==> config.mk <==
export PLATFORM = sky130hd
export DESIGN_NAME = vls_addr_gen
export DESIGN_NICKNAME = d
export VERILOG_FILES = /design/src/rtl/vls_pkg.sv /design/src/rtl/vls_cdecode.sv /design/src/rtl/vls_seq.sv /design/src/rtl/vls_agen.sv /design/src/rtl/vls_addr_gen.sv
export SDC_FILE = /design/constraint.sdc
export NUM_CORES = 1
export LEC_CHECK = 0
export BUFFER_PORTS_ARGS = -buffer_cell sky130_fd_sc_hd__buf_2
export CORE_MARGIN = 2
export CORE_UTILIZATION = 30
export CTS_BUF_LIST = sky130_fd_sc_hd__clkbuf_16
export DETAILED_ROUTE_END_ITERATION = 7
export GPL_TIMING_DRIVEN = 0
export PLACE_DENSITY_LB_ADDON = 0.1
export SLEW_MARGIN = 20
export SYNTH_ARGS = -nofsm -noshare
export SYNTH_HDL_FRONTEND = slang
export SYNTH_SLANG_ARGS = --single-unit
==> constraint.sdc <==
create_clock -name clk -period 5.7 [get_ports clk]
set_clock_uncertainty 0.2 [all_clocks]
set_input_delay 1.14 -clock clk [delete_from_list [all_inputs] [get_ports clk]]
set_output_delay 1.14 -clock clk [all_outputs]
set_load 0.02 [all_outputs]
==> src/rtl/vls_pkg.sv <==
package vls_pkg;

  typedef enum logic [1:0] {
    MODE_UNIT   = 2'b00,
    MODE_STRIDE = 2'b01,
    MODE_INDEX  = 2'b10,
    MODE_RSVD   = 2'b11
  } vls_mode_e;

  typedef enum logic [1:0] {
    ST_IDLE = 2'b00,
    ST_RUN  = 2'b01,
    ST_FIN  = 2'b10
  } vls_state_e;

  localparam logic [2:0] MAX_SIZE = 3'd4;

  function automatic logic [2:0] clamp_size(input logic [2:0] s);
    return (s > MAX_SIZE) ? MAX_SIZE : s;
  endfunction

  function automatic logic [2:0] compact_size(input logic [2:0] f3);
    logic [2:0] r;
    case (f3)
      3'b000:  r = 3'd2;
      3'b001:  r = 3'd3;
      3'b010:  r = 3'd2;
      3'b011:  r = 3'd3;
      3'b100:  r = 3'd4;
      default: r = 3'd2;
    endcase
    return r;
  endfunction

endpackage

==> src/rtl/vls_cdecode.sv <==
module vls_cdecode
  import vls_pkg::*;
#(
  parameter int OFF_W = 12,
  parameter int REG_W = 5
) (
  input  logic             is_c,
  input  logic [15:0]      cinsn,
  input  vls_mode_e        full_mode,
  input  logic [2:0]       full_size,
  input  logic [OFF_W-1:0] full_off,
  input  logic [REG_W-1:0] full_dest,
  output vls_mode_e        eff_mode,
  output logic [2:0]       eff_size,
  output logic [OFF_W-1:0] eff_off,
  output logic [REG_W-1:0] eff_dest
);

  localparam int COFF_W = 6;

  logic [COFF_W-1:0] c_off;
  logic              unused_cbits;

  assign c_off        = {cinsn[12:10], cinsn[6], 2'b00};
  assign unused_cbits = ^{cinsn[9:7], cinsn[1:0]};

  always_comb begin
    if (is_c) begin
      eff_mode = cinsn[5] ? MODE_STRIDE : MODE_UNIT;
      eff_size = compact_size(cinsn[15:13]);
      eff_off  = OFF_W'(c_off);
      eff_dest = REG_W'(4'd8) + REG_W'(cinsn[4:2]);
    end else begin
      eff_mode = full_mode;
      eff_size = clamp_size(full_size);
      eff_off  = full_off;
      eff_dest = full_dest;
    end
  end

endmodule

==> src/rtl/vls_seq.sv <==
module vls_seq
  import vls_pkg::*;
#(
  parameter int VL_W = 7
) (
  input  logic            clk,
  input  logic            rst_n,
  input  logic            cmd_fire,
  input  logic [VL_W-1:0] cmd_vlen,
  input  logic            req_ready,
  output logic            idle,
  output logic            running,
  output logic            fin,
  output logic [VL_W-1:0] elem,
  output logic            step_en
);

  vls_state_e      state_q, state_d;
  logic [VL_W-1:0] elem_q, elem_d;
  logic [VL_W-1:0] vlen_q;
  logic            elem_en, vlen_en, last;

  assign last = (elem_q == VL_W'(vlen_q - 1'b1));

  always_comb begin
    state_d = state_q;
    elem_d  = elem_q;
    elem_en = 1'b0;
    vlen_en = 1'b0;
    step_en = 1'b0;
    case (state_q)
      ST_IDLE: begin
        if (cmd_fire) begin
          vlen_en = 1'b1;
          elem_en = 1'b1;
          elem_d  = '0;
          state_d = (cmd_vlen == '0) ? ST_FIN : ST_RUN;
        end
      end
      ST_RUN: begin
        if (req_ready) begin
          if (last) begin
            state_d = ST_FIN;
          end else begin
            elem_en = 1'b1;
            elem_d  = elem_q + 1'b1;
            step_en = 1'b1;
          end
        end
      end
      ST_FIN:  state_d = ST_IDLE;
      default: state_d = ST_IDLE;
    endcase
  end

  always_ff @(posedge clk or negedge rst_n) begin
    if (!rst_n) state_q <= ST_IDLE;
    else        state_q <= state_d;
  end

  always_ff @(posedge clk or negedge rst_n) begin
    if (!rst_n)       elem_q <= '0;
    else if (elem_en) elem_q <= elem_d;
  end

  always_ff @(posedge clk or negedge rst_n) begin
    if (!rst_n)       vlen_q <= '0;
    else if (vlen_en) vlen_q <= cmd_vlen;
  end

  assign idle    = (state_q == ST_IDLE);
  assign running = (state_q == ST_RUN);
  assign fin     = (state_q == ST_FIN);
  assign elem    = elem_q;

endmodule

==> src/rtl/vls_agen.sv <==
module vls_agen
  import vls_pkg::*;
#(
  parameter int ADDR_W = 32,
  parameter int OFF_W  = 12,
  parameter int REG_W  = 5
) (
  input  logic              clk,
  input  logic              rst_n,
  input  logic              load,
  input  logic              step,
  input  logic [ADDR_W-1:0] ld_base,
  input  logic [OFF_W-1:0]  ld_off,
  input  logic [ADDR_W-1:0] ld_stride,
  input  vls_mode_e         ld_mode,
  input  logic [2:0]        ld_size,
  input  logic [REG_W-1:0]  ld_dest,
  input  logic [ADDR_W-1:0] idx_value,
  output logic [ADDR_W-1:0] addr,
  output logic [2:0]        size,
  output logic [REG_W-1:0]  regnum
);

  localparam logic [ADDR_W-1:0] ONE = ADDR_W'(1);

  logic [ADDR_W-1:0] off_ext;
  logic [ADDR_W-1:0] boff_q, boff_d;
  logic [ADDR_W-1:0] run_q, run_d;
  logic [ADDR_W-1:0] step_q, step_d;
  vls_mode_e         mode_q;
  logic [2:0]        size_q;
  logic [REG_W-1:0]  reg_q, reg_d;
  logic              upd_en;

  generate
    if (ADDR_W > OFF_W) begin : g_sext
      assign off_ext = {{(ADDR_W - OFF_W){ld_off[OFF_W-1]}}, ld_off};
    end else begin : g_trunc
      assign off_ext = ld_off[ADDR_W-1:0];
    end
  endgenerate

  assign upd_en = load | step;

  always_comb begin
    boff_d = boff_q;
    step_d = step_q;
    run_d  = run_q;
    reg_d  = reg_q;
    if (load) begin
      boff_d = ld_base + off_ext;
      run_d  = ld_base + off_ext;
      step_d = (ld_mode == MODE_STRIDE) ? ld_stride : (ONE << ld_size);
      reg_d  = ld_dest;
    end else if (step) begin
      run_d  = run_q + step_q;
      reg_d  = reg_q + 1'b1;
    end
  end

  always_ff @(posedge clk or negedge rst_n) begin
    if (!rst_n) begin
      boff_q <= '0;
      step_q <= '0;
      mode_q <= MODE_UNIT;
      size_q <= '0;
    end else if (load) begin
      boff_q <= boff_d;
      step_q <= step_d;
      mode_q <= ld_mode;
      size_q <= ld_size;
    end
  end

  always_ff @(posedge clk or negedge rst_n) begin
    if (!rst_n) begin
      run_q <= '0;
      reg_q <= '0;
    end else if (upd_en) begin
      run_q <= run_d;
      reg_q <= reg_d;
    end
  end

  assign addr   = (mode_q == MODE_INDEX) ? (boff_q + idx_value) : run_q;
  assign size   = size_q;
  assign regnum = reg_q;

endmodule

==> src/rtl/vls_addr_gen.sv <==
module vls_addr_gen
  import vls_pkg::*;
#(
  parameter int ADDR_W = 32,
  parameter int OFF_W  = 12,
  parameter int REG_W  = 5,
  parameter int VL_W   = 7
) (
  input  logic              clk,
  input  logic              rst_n,
  input  logic              cmd_valid,
  output logic              cmd_ready,
  input  logic              cmd_is_c,
  input  logic [15:0]       cmd_cinsn,
  input  logic [1:0]        cmd_mode,
  input  logic [2:0]        cmd_size,
  input  logic [OFF_W-1:0]  cmd_offset,
  input  logic [REG_W-1:0]  cmd_dest,
  input  logic [ADDR_W-1:0] cmd_base,
  input  logic [ADDR_W-1:0] cmd_stride,
  input  logic [VL_W-1:0]   cmd_vlen,
  input  logic [ADDR_W-1:0] idx_value,
  output logic              req_valid,
  input  logic              req_ready,
  output logic [ADDR_W-1:0] req_addr,
  output logic [2:0]        req_size,
  output logic [REG_W-1:0]  req_reg,
  output logic [VL_W-1:0]   req_elem,
  output logic              done
);

  vls_mode_e        dec_mode;
  logic [2:0]       dec_size;
  logic [OFF_W-1:0] dec_off;
  logic [REG_W-1:0] dec_dest;
  logic             idle, running, fin, step_en, cmd_fire;

  assign cmd_fire = cmd_valid & idle;

  vls_cdecode #(.OFF_W(OFF_W), .REG_W(REG_W)) u_dec (
    .is_c      (cmd_is_c),
    .cinsn     (cmd_cinsn),
    .full_mode (vls_mode_e'(cmd_mode)),
    .full_size (cmd_size),
    .full_off  (cmd_offset),
    .full_dest (cmd_dest),
    .eff_mode  (dec_mode),
    .eff_size  (dec_size),
    .eff_off   (dec_off),
    .eff_dest  (dec_dest)
  );

  vls_seq #(.VL_W(VL_W)) u_seq (
    .clk       (clk),
    .rst_n     (rst_n),
    .cmd_fire  (cmd_fire),
    .cmd_vlen  (cmd_vlen),
    .req_ready (req_ready),
    .idle      (idle),
    .running   (running),
    .fin       (fin),
    .elem      (req_elem),
    .step_en   (step_en)
  );

  vls_agen #(.ADDR_W(ADDR_W), .OFF_W(OFF_W), .REG_W(REG_W)) u_agen (
    .clk       (clk),
    .rst_n     (rst_n),
    .load      (cmd_fire),
    .step      (step_en),
    .ld_base   (cmd_base),
    .ld_off    (dec_off),
    .ld_stride (cmd_stride),
    .ld_mode   (dec_mode),
    .ld_size   (dec_size),
    .ld_dest   (dec_dest),
    .idx_value (idx_value),
    .addr      (req_addr),
    .size      (req_size),
    .regnum    (req_reg)
  );

  assign cmd_ready = idle;
  assign req_valid = running;
  assign done      = fin;

endmodule

==> impl_results.md <==
- Number of post-CTS setup repair buffers: 0
- Pre-antenna DRT Iters: 4
- Clock Path Buffers: 2
- Maximum VDD drop: about 0.22 mV
- CTS buffer count: 17
- Critical R2R Launch: u_seq.vlen_q[0]$_DFFE_PN0P_
- Register area share after synthesis: 0.300
- Reg-to-reg critical path endpoint: u_agen.run_q[23]$_DFFE_PN0P_
- Fmax: 179 MHz
- Cells after DPL: 1917
- GP Congestion: 0.879
- Core area: roughly 34000 um^2
- Number of hold buffers added after cts: 0
- WL/cell: between 20 and 25 um
- Starting density of the core: 0.304
- Root buffer selected by CTS: clkbuf_16
- Via density: 5.20
- Arrival time worst endpoint: 4.24 ns
- Syn Area/Cell: 7.93 um^2
- Clk sinks: 122
- # setup viols final: 0
- Pleak: about 0.0058 uW
- Reg2reg path depth: 12
- Placed cell areas: 11700 um^2
- Setup CP Type: in2out
- Minimum clock period: 5.58 ns
- R2r setup slk: 1.51 ns
- Max-slew violations: 0
- # rows: 67
- Die Y: about 190 um
- CP Launch Type: primary input
- Port Buffer Count: about 180
- CTS HTree Levels: 4
- Crit. path cell count: 14
- Peak fanout along the critical path: 6
- Tot GR Track Use: 0.221
- Yosys reg bits: 122
- Distinct cells, synth: 75
- Worst Hold Class: reg2reg
- Layout cells sized above 1: 0.170
- Total die area: 35500 um^2
- Critical Path Sink Type: output pin
- Fin cells: 1950
- Min Hold Slack: 0.281 ns
- Rel. slew slack: 0.309
- Area share of the largest cell type after synthesis: 0.300
- Die width: 188 um
- Antenna-violating nets left: 0
- Crit path from: idx_value[0]
- Syn Nets: around 1.5k
- Power Density: between 500 and 600 nW/um^2
- Synth-to-Final Area Change: 21.0%
- Fin. Hold Viols: 0
- Clk_lat worst skew: 0.43 ns
- Critical path data required time: 4.36 ns
- Commonest cells in the netlist: nand2_1, dfrtp_1, o21ai_0
- Syn Inst Count: roughly 1.3k
- Final #Nets: ~1.7k
- Total power: around 7100 uW
- Worst Setup EP: req_addr[30]
- Finished Cell Area: 12300 um^2
- Slowest CP cell: o41a_1
- Residual DRC: 0
- Post-synth top area cell: dfrtp_1
- First-pass GRT wire length: 59300 um
- Final period util: 0.979
- Post-synth top flop: dfrtp_1
- CP most frequent cell: buf_2
- Largest net degree at the start of global routing: 91
- Synth warn: 0
- Max-cap violations: 0
- Initial antenna violation count: 2
- Critical Path Max Stage Delay: 0.48 ns
- Count leader, synth: nand2_1
- Synth Cell Area: between 10000 and 15000 um^2
- 1st-iter DRT viols: 583
- Critical-path cell list: buf_2 -> ha_1 -> inv_1 -> fa_1 -> nor2b_1 -> o31ai_2 -> a211oi_2 -> o41a_1 -> and4_1 -> o2111a_1 -> nor3_1 -> mux2i_1 -> o211ai_1 -> buf_2
- Number of global-route vias before repair: 9903
- GRT overflow: 0
- Status: complete, no violations
- Overall routed net length: 39200 um
- Top delay family on crit path: compound AO/OA/AOI/OAI gates
- RSZ-0062 raised after global routing: yes
- Post-synth ARST share: 1.00
- Synth top area cells: dfrtp_1, ha_1, nand2_1, o21ai_0, xnor2_1
- Final HPWL DP: 31100 um
- Reg clk slew, reported paths: roughly 0.070 ns
- Vias: 10.1k
- Crit path buf inv count: 3
- Worst Tran Pin Value: 1.04 ns
- Post-place setup slack: -0.214 ns
- Number of synthesized flops with an enable pin: 0
- CTS tree: built
- I/O pins: 196
- Setup ws final: 0.122 ns
==> worst min path at each step <==
| stage | from | endpoint | slack, ns | cells past startpoint |
|---|---|---|---|---|
| 2_1_floorplan | u_agen.mode_q[1]$_DFFE_PN0P_ | u_agen.mode_q[1]$_DFFE_PN0P_ | 0.24 | 2 |
| 3_3_place_gp | u_agen.mode_q[1]$_DFFE_PN0P_ | u_agen.mode_q[1]$_DFFE_PN0P_ | 0.26 | 2 |
| 3_5_place_dp | u_agen.mode_q[1]$_DFFE_PN0P_ | u_agen.mode_q[1]$_DFFE_PN0P_ | 0.27 | 2 |
| 4_1_cts | u_agen.mode_q[1]$_DFFE_PN0P_ | u_agen.mode_q[1]$_DFFE_PN0P_ | 0.28 | 2 |
| 5_1_grt | u_agen.step_q[15]$_DFFE_PN0P_ | u_agen.step_q[15]$_DFFE_PN0P_ | 0.31 | 2 |
| 6_report | u_agen.mode_q[1]$_DFFE_PN0P_ | u_agen.mode_q[1]$_DFFE_PN0P_ | 0.28 | 2 |
==> flip-flops by register name (all words and copies together) (netlist names) <==
register / flops
u_agen.mode_q: 2
u_agen.size: 3
u_agen.step_q: 32
u_seq.state_q: 2
u_agen.boff_q: 32
u_seq.elem: 7
u_agen.run_q: 32
u_agen.regnum: 5
u_seq.vlen_q: 7
==> placed cells by master, fill, tap and decap left out, drive strengths merged, types with 6 or more instances in the layout <==
cell	netlist	routed
a31oi	11	11
a22oi	6	6
mux2i	22	22
clkbuf	45	62
mux2	9	9
nand3b	7	7
or3	11	11
buf	14	198
nand4	18	18
nand3	49	49
nand2	229	229
o21ai	111	111
ha	76	76
nor2b	22	22
dfrtp	122	122
o211ai	10	10
a21boi	7	7
a21oi	82	82
nor3	27	27
a21o	25	25
xor2	46	46
nand2b	10	10
xnor2	49	49
o31ai	12	12
o21a	13	13
nor2	92	92
a221oi	9	9
a211oi	15	15
inv	33	41
nor4	7	7
and3	13	13
o21bai	7	7
==> layout make-up <==
| class | count | area, um^2 |
|---|---|---|
| antenna | 1 | 2.50 |
| fill | 3629 | 21200 |
| clock inverter | 15 | 179 |
| buffer | 59 | 230 |
| clock buffer | 17 | 425 |
| timing repair buffer | 184 | 953 |
| tap | 448 | 561 |
| sequential | 122 | 3050 |
| multi-input combinational | 1071 | 6810 |
| inverter | 33 | 124 |
==> where the power goes <==
group / leakage, uW / switching, uW / internal (uW)
clock: 0.000291 / 481 / 661
combinational: 0.00402 / 2610 / 1710
sequential: 0.00151 / 383 / 1300
==> metal layers <==
metal / track usage / up-vias / wire length [um]
li1: - / 5037 / -
met1: 0.314 / 4818 / 19100
met2: 0.359 / 259 / 17800
met3: 0.0332 / 30 / 1750
met4: 0.0391 / 0 / 491
met5: 0 / - / 0
==> through the flow <==
| step | utilization | TNS, ns |
|---|---|---|
| after floorplan | - | 0 |
| after global placement | 0.348 | -0.569 |
| after detailed placement | 0.349 | -0.938 |
| after CTS | 0.367 | 0 |
| after global routing | 0.368 | -0.0218 |
| final | 0.368 | 0 |
==> worst register-to-register path, stage by stage (launching register included) <==
cell	delay [ns]
dfrtp_1	0.41
inv_1	0.11
ha_1	0.27
xor2_1	0.16
nor2_1	0.06
o31ai_1	0.23
nor4_1	0.11
nor3_1	0.38
clkbuf_1	0.67
clkbuf_1	0.64
clkbuf_1	0.59
nand3b_1	0.16
o211ai_1	0.12
==> kinds of logic (layout without fill, tap and decap cells) <==
logic type | after synthesis | count (layout) | synth area share
compound gates | 351 | 351 | 0.217
xor+xnor | 95 | 95 | 0.0816
fa+ha+maj | 79 | 79 | 0.0992
buf+inv | 92 | 308 | 0.0347
flops | 122 | 122 | 0.300
mux | 31 | 31 | 0.0316
other cells | 0 | 1 | 0
simple gates | 515 | 515 | 0.236
==> repair_timing <==
item	CTS	global route
resized for setup	2	4
pin swaps	0	0
setup endpoints to repair	2	6
(Power assumes the default switching activity.)
